<file path="config.mk">
export PLATFORM = sky130hd
export DESIGN_NAME = dfl_switch_alloc
export DESIGN_NICKNAME = d
export VERILOG_FILES = /design/src/rtl/dfl_pkg.sv /design/src/rtl/dfl_age_rank.sv /design/src/rtl/dfl_route_pref.sv /design/src/rtl/dfl_port_assign.sv /design/src/rtl/dfl_switch_alloc.sv
export SDC_FILE = /design/constraint.sdc
export NUM_CORES = 1
export LEC_CHECK = 0
export BUFFER_PORTS_ARGS = -buffer_cell sky130_fd_sc_hd__buf_4
export CAP_MARGIN = 20
export CORE_UTILIZATION = 69
export CTS_BUF_LIST = sky130_fd_sc_hd__clkbuf_4
export DETAILED_ROUTE_END_ITERATION = 7
export PLACE_DENSITY = 0.89
export SYNTH_ARGS = -nofsm -noshare
export SYNTH_HDL_FRONTEND = slang
export SYNTH_SLANG_ARGS = --single-unit
</file>
<file path="constraint.sdc">
create_clock -name clk -period 1.2 [get_ports clk]
set_input_delay 0.12 -clock clk [delete_from_list [all_inputs] [get_ports clk]]
set_output_delay 0.12 -clock clk [all_outputs]
set_load 0.02 [all_outputs]
</file>
<file path="src/rtl/dfl_pkg.sv">
package dfl_pkg;
    localparam int NLINK = 4;
    localparam int NPORT = NLINK + 1;
    localparam int PW    = $clog2(NPORT);

    typedef logic [PW-1:0] port_idx_t;

    localparam port_idx_t PORT_N = 3'd0;
    localparam port_idx_t PORT_E = 3'd1;
    localparam port_idx_t PORT_S = 3'd2;
    localparam port_idx_t PORT_W = 3'd3;
    localparam port_idx_t PORT_L = 3'd4;
endpackage

</file>
<file path="src/rtl/dfl_age_rank.sv">
module dfl_age_rank #(
    parameter int N  = 5,
    parameter int AW = 6,
    localparam int RW = $clog2(N)
) (
    input  logic [N-1:0]         vld,
    input  logic [N-1:0][AW-1:0] age,
    output logic [N-1:0][RW-1:0] rank
);
    logic [RW-1:0] cnt;

    always_comb begin
        rank = '0;
        cnt  = '0;
        for (int i = 0; i < N; i++) begin
            cnt = '0;
            for (int j = 0; j < N; j++) begin
                if (j != i && vld[j]) begin
                    if ((age[j] > age[i]) || ((age[j] == age[i]) && (j < i))) begin
                        cnt = cnt + RW'(1);
                    end
                end
            end
            rank[i] = cnt;
        end
    end
endmodule

</file>
<file path="src/rtl/dfl_route_pref.sv">
module dfl_route_pref
    import dfl_pkg::*;
#(
    parameter int XW = 3,
    parameter int YW = 3
) (
    input  logic [XW-1:0] node_x,
    input  logic [YW-1:0] node_y,
    input  logic [XW-1:0] dst_x,
    input  logic [YW-1:0] dst_y,
    output logic          at_home,
    output logic          x_ok,
    output port_idx_t     x_port,
    output logic          y_ok,
    output port_idx_t     y_port
);
    always_comb begin
        x_ok    = (dst_x != node_x);
        y_ok    = (dst_y != node_y);
        x_port  = (dst_x > node_x) ? PORT_E : PORT_W;
        y_port  = (dst_y > node_y) ? PORT_N : PORT_S;
        at_home = !x_ok && !y_ok;
    end
endmodule

</file>
<file path="src/rtl/dfl_port_assign.sv">
module dfl_port_assign
    import dfl_pkg::*;
#(
    parameter int N = NPORT,
    localparam int RW = $clog2(N),
    localparam int SW = $clog2(N)
) (
    input  logic                  clk,
    input  logic                  rst_n,
    input  logic [N-1:0]          vld,
    input  logic [N-1:0][RW-1:0]  rank,
    input  logic [N-1:0]          at_home,
    input  logic [N-1:0]          x_ok,
    input  port_idx_t [N-1:0]     x_port,
    input  logic [N-1:0]          y_ok,
    input  port_idx_t [N-1:0]     y_port,
    output logic [NPORT-1:0]      port_busy,
    output logic [NPORT-1:0][SW-1:0] port_src
);
    logic [NPORT-1:0]        free;
    logic [NPORT-1:0][N-1:0] gmat;
    logic                    took;
    port_idx_t               pick;

    always_comb begin
        free      = '1;
        port_busy = '0;
        port_src  = '0;
        gmat      = '0;
        took      = 1'b0;
        pick      = PORT_N;
        for (int r = 0; r < N; r++) begin
            for (int i = 0; i < N; i++) begin
                if (vld[i] && (rank[i] == RW'(r))) begin
                    took = 1'b0;
                    pick = PORT_N;
                    if (at_home[i] && free[PORT_L]) begin
                        pick = PORT_L;
                        took = 1'b1;
                    end else if (x_ok[i] && free[x_port[i]]) begin
                        pick = x_port[i];
                        took = 1'b1;
                    end else if (y_ok[i] && free[y_port[i]]) begin
                        pick = y_port[i];
                        took = 1'b1;
                    end
                    for (int p = 0; p < NLINK; p++) begin
                        if (!took && free[p]) begin
                            pick = PW'(p);
                            took = 1'b1;
                        end
                    end
                    if (took) begin
                        free[pick]    = 1'b0;
                        port_busy[pick] = 1'b1;
                        port_src[pick]  = SW'(i);
                        gmat[pick][i]   = 1'b1;
                    end
                end
            end
        end
    end

    generate
        for (genvar gi = 0; gi < N; gi++) begin : g_chk
            logic [NPORT-1:0] col;
            always_comb begin
                for (int p = 0; p < NPORT; p++) col[p] = gmat[p][gi];
            end

            AST_FLIT_PLACED: assert property (@(posedge clk) disable iff (!rst_n)
                vld[gi] |-> ($countones(col) == 1)) else $error("flit not placed once");
            AST_IDLE_UNPLACED: assert property (@(posedge clk) disable iff (!rst_n)
                !vld[gi] |-> (col == '0)) else $error("idle slot placed");
            AST_SENIOR_X: assert property (@(posedge clk) disable iff (!rst_n)
                (vld[gi] && rank[gi] == '0 && x_ok[gi]) |-> gmat[x_port[gi]][gi])
                else $error("senior flit lost x port");
            AST_SENIOR_Y: assert property (@(posedge clk) disable iff (!rst_n)
                (vld[gi] && rank[gi] == '0 && !x_ok[gi] && y_ok[gi]) |-> gmat[y_port[gi]][gi])
                else $error("senior flit lost y port");
            AST_SENIOR_EJECT: assert property (@(posedge clk) disable iff (!rst_n)
                (vld[gi] && rank[gi] == '0 && at_home[gi]) |-> gmat[PORT_L][gi])
                else $error("senior arrived flit not ejected");
            AST_EJECT_HOME_ONLY: assert property (@(posedge clk) disable iff (!rst_n)
                gmat[PORT_L][gi] |-> at_home[gi]) else $error("foreign flit ejected");
        end
    endgenerate
endmodule

</file>
<file path="src/rtl/dfl_switch_alloc.sv">
module dfl_switch_alloc
    import dfl_pkg::*;
#(
    parameter int XW = 3,
    parameter int YW = 3,
    parameter int AW = 6
) (
    input  logic                        clk,
    input  logic                        rst_n,
    input  logic [XW-1:0]               node_x,
    input  logic [YW-1:0]               node_y,
    input  logic [NLINK-1:0]            lnk_vld,
    input  logic [NLINK-1:0][AW-1:0]    lnk_age,
    input  logic [NLINK-1:0][XW-1:0]    lnk_dx,
    input  logic [NLINK-1:0][YW-1:0]    lnk_dy,
    input  logic                        inj_req,
    input  logic [AW-1:0]               inj_age,
    input  logic [XW-1:0]               inj_dx,
    input  logic [YW-1:0]               inj_dy,
    output logic                        inj_ack,
    output logic [NPORT-1:0]            out_vld,
    output logic [NPORT-1:0][AW-1:0]    out_age,
    output logic [NPORT-1:0][XW-1:0]    out_dx,
    output logic [NPORT-1:0][YW-1:0]    out_dy
);
    localparam int NC = NPORT;
    localparam int RW = $clog2(NC);
    localparam int SW = $clog2(NC);

    typedef struct packed {
        logic [NPORT-1:0]         vld;
        logic [NPORT-1:0][AW-1:0] age;
        logic [NPORT-1:0][XW-1:0] dx;
        logic [NPORT-1:0][YW-1:0] dy;
    } out_state_t;

    out_state_t st_d, st_q;

    logic [NC-1:0]          cand_vld;
    logic [NC-1:0][AW-1:0]  cand_age;
    logic [NC-1:0][XW-1:0]  cand_dx;
    logic [NC-1:0][YW-1:0]  cand_dy;
    logic [NC-1:0][RW-1:0]  cand_rank;
    logic [NC-1:0]          cand_home;
    logic [NC-1:0]          cand_xok;
    logic [NC-1:0]          cand_yok;
    port_idx_t [NC-1:0]     cand_xport;
    port_idx_t [NC-1:0]     cand_yport;
    logic [NPORT-1:0]          port_busy;
    logic [NPORT-1:0][SW-1:0]  port_src;

    always_comb begin
        inj_ack  = inj_req && !(&lnk_vld);
        cand_vld = {inj_ack, lnk_vld};
        for (int i = 0; i < NLINK; i++) begin
            cand_age[i] = lnk_age[i];
            cand_dx[i]  = lnk_dx[i];
            cand_dy[i]  = lnk_dy[i];
        end
        cand_age[NLINK] = inj_age;
        cand_dx[NLINK]  = inj_dx;
        cand_dy[NLINK]  = inj_dy;
    end

    dfl_age_rank #(.N(NC), .AW(AW)) u_rank (
        .vld  (cand_vld),
        .age  (cand_age),
        .rank (cand_rank)
    );

    generate
        for (genvar gc = 0; gc < NC; gc++) begin : g_route
            dfl_route_pref #(.XW(XW), .YW(YW)) u_route (
                .node_x  (node_x),
                .node_y  (node_y),
                .dst_x   (cand_dx[gc]),
                .dst_y   (cand_dy[gc]),
                .at_home (cand_home[gc]),
                .x_ok    (cand_xok[gc]),
                .x_port  (cand_xport[gc]),
                .y_ok    (cand_yok[gc]),
                .y_port  (cand_yport[gc])
            );
        end
    endgenerate

    dfl_port_assign #(.N(NC)) u_assign (
        .clk       (clk),
        .rst_n     (rst_n),
        .vld       (cand_vld),
        .rank      (cand_rank),
        .at_home   (cand_home),
        .x_ok      (cand_xok),
        .x_port    (cand_xport),
        .y_ok      (cand_yok),
        .y_port    (cand_yport),
        .port_busy (port_busy),
        .port_src  (port_src)
    );

    always_comb begin
        st_d = '0;
        for (int p = 0; p < NPORT; p++) begin
            st_d.vld[p] = port_busy[p];
            if (port_busy[p]) begin
                st_d.age[p] = cand_age[port_src[p]];
                st_d.dx[p]  = cand_dx[port_src[p]];
                st_d.dy[p]  = cand_dy[port_src[p]];
            end
        end
    end

    always_ff @(posedge clk or negedge rst_n) begin
        if (!rst_n) st_q <= '0;
        else        st_q <= st_d;
    end

    assign out_vld = st_q.vld;
    assign out_age = st_q.age;
    assign out_dx  = st_q.dx;
    assign out_dy  = st_q.dy;

    AST_CONSERVE: assert property (@(posedge clk) disable iff (!rst_n)
        $past(rst_n) |-> ($countones(out_vld) == $past($countones(cand_vld))))
        else $error("flit count not conserved");
    AST_EJECT_AT_NODE: assert property (@(posedge clk) disable iff (!rst_n)
        ($past(rst_n) && out_vld[PORT_L]) |->
        (out_dx[PORT_L] == $past(node_x) && out_dy[PORT_L] == $past(node_y)))
        else $error("ejected flit not addressed here");
    AST_INJ_ROOM: assert property (@(posedge clk) disable iff (!rst_n)
        ($past(rst_n) && $past(inj_ack)) |-> ($countones(out_vld) >= 2 ||
        $past(lnk_vld) == '0)) else $error("admitted injection lost");
endmodule

</file>
==> results.txt, run 1 <==
- Status: did not finish
* Failing step: detailed placement (3_5_place_dp)
- First Error: [ERROR DPL-0038] Utilization greater than 100%, impossible to legalize
- Count of mapped cells out of synthesis: 2,193
* Sequential share of the synthesized area: 10.2%
- Number of buffers added on ports: 138
* Rows: 55
* FFs w/ async S/R, synth: 100%
- Number of register bits inferred by synthesis: 65
- The average instance in the mapped netlist occupies 7.24 um^2.
- Cell taking the most area after synthesis: dfrtp_1
- The synthesized netlist occupies a cell area of 15,900 um^2.
* Unique masters post-synth: 124
- In this run the vertical extent of the chip is 154 um.
- The number of nets in the synthesized netlist is 2,371.
- During synthesis, Yosys emitted a total of 0 warnings.
* Largest cells by area after synthesis: dfrtp_1 (10%), ha_1 (8.3%), nor2_1 (5.3%)
- Number of primary I/O pins: 139
- Initial core utilization: 70.3%
- Floorplan die width: 154 um
- In this run the biggest area consumer among cell types represents 10.2% of the synthesized area.
* Most frequently used flop master after synthesis: dfrtp_1
- Routability-driven placement finished with a final weighted congestion of 1.38.
- Counting flops with a built-in enable in the synthesized netlist gives 0.
## synthesized netlist by cell type, types with 14 or more instances
cell	instances
o221ai_1	14
mux2i_1	45
nand4_1	24
a21o_1	58
or3_1	22
nor2_1	225
or2_2	24
o31ai_1	23
a211o_1	29
a31oi_1	46
inv_1	91
o21ai_1	55
buf_2	26
nor2b_1	34
a21oi_1	164
nand2b_1	37
and2_1	40
mux2_2	17
a22oi_1	20
ha_1	105
o211ai_1	39
o21a_1	31
nand3_1	85
nand2_1	209
o22ai_1	24
a221oi_1	19
o21ai_0	78
dfrtp_1	65
nor3_1	68
clkbuf_1	42
a211oi_1	28
and3_1	23
## cells by family after synthesis
family	share of synthesized area, %
AO/OA/AOI/OAI	44.6
XOR/XNOR	0.898
adder cells (fa/ha/maj)	8.34
buffers and inverters	4.22
flip-flops	10.2
multiplexers	4.89
AND/OR/NAND/NOR	26.8
## per-stage QoR
stage	setup TNS [ns]	setup slack (ns)	hold slack [ns]	std cells
after global placement	-1290.39	-20.02	0.0318	3454
after floorplan	-1272.16	-19.81	-0.176	2193
==> inputs of run 2 (changes only) <==
Settings changed: CORE_UTILIZATION 69 to 40, CTS_BUF_LIST sky130_fd_sc_hd__clkbuf_4 to unset, PLACE_DENSITY 0.89 to unset, PLACE_DENSITY_LB_ADDON set to 0.15.
==> results.txt, run 2 <==
* Count of mapped cells out of synthesis: 2,193
- The library cell used most frequently in the layout, excluding fill and tap cells, is buf_4.
- After Yosys synthesis, XOR and XNOR cells account for 0.898% of the synthesized area.
* Final worst path period need: 22.45 ns
- Relative to the synthesized area, the layout overhead comes to 85.5%.
* Number of register bits inferred by synthesis: 65
- The Yosys step of the flow raised 0 warnings.
- Via count of the first global-routing pass: 24,300
* Number of nets with antenna violations after routing: 0
* Core area: 38,900 um^2
- Most frequent CP cell: buf_4
* DIE HEIGHT: 201 um
* Largest register FFs: 30
- Start point of the critical path: lnk_age[7]
* Post-detailed-route DRC marker count: 0
- Number of vias per cell after detailed routing: 6.46
- CTS built an H-tree with a depth of 3.
- Peak VDD IR: 0.00221 V
* Number of buffers added on ports: 138
- Setup repair after global routing could not meet its margin everywhere.
* Via count: 25,300
- Counting flops with a built-in enable in the synthesized netlist gives 0.
- The synthesized netlist devotes 44.6% of its cell area to compound gates.
* Largest net degree at the start of global routing: 42
* Sequential share of the synthesized area: 10.2%
* Worst path setup slack after routing: -21.25 ns
- Max-cap violations: 0
- Once detailed placement completed, the half-perimeter wirelength came to 74,700 um.
* Net switching share of the total power: 50.6%
- Post-route cell area: 29,400 um^2
* Commonest non-fill, non-tap cells in the layout: buf_4 (1,172), nor2_1 (212), nand2_1 (191)
- From left edge to right edge, the die measures 201 um.
- The worst pin sits at a relative slew slack of 24.6%.
- The tree is rooted in a clkbuf_16.
- Violations in the final reports: setup timing
- Worst EP arrival: 22.65 ns
- Timing analysis after detailed placement gives a worst setup slack of -21.49 ns.
- At the end of routability-driven placement, the weighted congestion stood at 1.11.
- Sum of internal, switching and leakage power: 89.4 mW
- Critical path destination: out_dy[8]$_DFF_PN0_
- In the final routed layout, each cell accounts on average for 25.4 um.
- Summed over all layers, the global routing overflow is 0.
- Number of inserted diodes: 0
- Number of hold violations in the final report: 0
- FFs w/ async S/R, synth: 100%
- Among all stages on the critical path, the largest delay is contributed by or4_4.
- In this design, the stage delay of the slowest critical-path cell is 0.58 ns.
- # clock sinks: 65
* Fraction of the core area covered by cells at the end of the flow: 75.7%
* Initial core utilization: 40.8%
- Max clock buf depth: 2
* Cell taking the most area after synthesis: dfrtp_1
* Synth Area in Adders: 8.34%
- For the pin with the worst max-slew slack, the measured transition is 1.12 ns.
* HP Class: primary input to asynchronous set/reset pin
- Summed over all layers, the routed wires come to 99,300 um.
- Max Slew Vio Count: 0
- Rows: 72
- Unique masters post-synth: 124
- Total standard cell area after synthesis: 15,900 um^2
- Most frequently used flop master after synthesis: dfrtp_1
* Area share of and/or/nand/nor cells after synthesis: 26.8%
* First-pass GRT wire length: 142,000 um
* Placement Cell Area: 25,600 um^2
- After synthesis, the share of cell area in mux cells is 4.89%.
- TritonCTS built the clock tree.
- Fraction of final layout cells sized beyond drive strength 1: 52.7%
- Crit path launch type: primary input
- DR iter-0 viols: 2,632
- Ranking of synthesized cells by instance count: nor2_1 (225), nand2_1 (209), a21oi_1 (164)
- Before antenna repair, the detailed router went through 8 iterations.
- Net count reported at finish: 3,572
* Area enclosed by the die boundary: 40,500 um^2
* Cell with the most instances after synthesis: nor2_1
* Power per cell area: 3040 nW/um^2
- Proportion of power drawn by the clock network: 2.6%
- Syn Nets: 2,371
- Combinational group share of total power: 93.8%
* Status: finished, violations left
* Post-Syn Area per Cell: 7.24 um^2
- Summed over all nets, the switching power comes to 45.2 mW.
- 139 I/O pins were placed.
- Peak clock frequency supported by timing: 44.5 MHz
* Type of the setup path with the least slack: primary input to flip-flop
- Total clock buffers created by CTS: 9
- GRT Total Usage: 45.0%
* Largest cells by area after synthesis: dfrtp_1 (10%), ha_1 (8.3%), nor2_1 (5.3%)
* Dominant combinational cell family by area after synthesis: compound AO/OA/AOI/OAI gates
- WP data required: 1.40 ns
- Area share of the largest cell type after synthesis: 10.2%
* Crit. End Element: flip-flop
* Final setup violating endpoints: 66
* Initial antenna violation count: 4
- Proportion of power drawn by flip-flops and latches: 3.7%
- In this run the worst path has a maximum fanout of 10.
* P_leak: 13.5 nW
* Reg clk slew, reported paths: 0.05 ns
* Final period utilization: 1870%
- Cell internal power was estimated by the tool at 44.2 mW.
[run 2: how the worst min path moves through the flow]
stage	cells past startpoint	end	slack (ns)	from
CTS	3	out_dy[9]$_DFF_PN0_	0.20	lnk_dy[3]
detailed placement	1	out_age[12]$_DFF_PN0_	0.004	rst_n
global route	2	out_age[12]$_DFF_PN0_	0.23	rst_n
global placement	1	out_age[10]$_DFF_PN0_	-0.0006	rst_n
floorplan	0	out_age[0]$_DFF_PN0_	-0.18	rst_n
finish	2	out_age[26]$_DFF_PN0_	0.20	rst_n
[run 2: stage by stage]
| stage | hold WS, ns | setup TNS, ns | instances |
|---|---|---|---|
| after floorplan | -0.176 | -1272.16 | 2193 |
| after detailed placement | 0.00423 | -1384.53 | 3746 |
| final | 0.204 | -1369.19 | 3913 |
| after global routing | 0.225 | -1411.32 | 3913 |
| after CTS | 0.204 | -1302.71 | 3837 |
| after global placement | -0.000552 | -1366.07 | 3746 |
[run 2: cell families after synthesis]
kind of cell,Yosys count
xor gates and xnor gates,13
muxes,68
adders and majority gates,106
buffers and inverters,170
AOI/OAI and AO/OA,914
and+or+nand+nor,857
DFF,65
[run 2: layout make-up]
cell class | count | area [um^2]
Inverter | 95 | 379
Clock inverter | 1 | 5.00
Sequential cell | 65 | 1630
Multi-Input combinational cell | 1960 | 16400
Timing Repair Buffer | 1263 | 10100
Tap cell | 518 | 648
Clock buffer | 11 | 253
Fill cell | 2902 | 9470
[run 2: power by group through the flow]
| stage | Clock, mW | Combinational, mW | Sequential [mW] |
|---|---|---|---|
| after CTS | 2.29 | 72.6 | 3.28 |
| final | 2.30 | 83.8 | 3.28 |
| after floorplan | 0 | 34.7 | 4.11 |
| after global routing | 2.37 | 87.3 | 3.34 |
| after detailed placement | 0 | 66.0 | 3.31 |
| after global placement | 0 | 65.0 | 3.30 |
[run 2: routing by layer]
metal | up-vias | global-route usage (%) | part of all wire (%)
met1 | 11800 | 55.4 | 37
li1 | 11000 | - | -
met3 | 594 | 9.05 | 12
met4 | 6 | 29.6 | 9.4
met2 | 1841 | 71.1 | 42
met5 | - | 0 | 0.041
[run 2: repair_timing]
item	4_1_cts	5_1_grt
pin swaps	105	155
hold endpoints to repair	65	0
hold buffers	1	0
buffers inserted	76	71
gates cloned	3	9
endpoints found under the setup margin	66	66
resized for setup	232	215
[run 2: critical path, delay by kind of cell]
family,cells,cell delay [ns]
buf+inv,17,2.81
xor+xnor,1,0.23
fa+ha+maj,4,0.90
mux,2,0.35
compound gates,53,13.20
simple gates,23,5.03
Note: power is estimated with default switching activity, not from simulation.
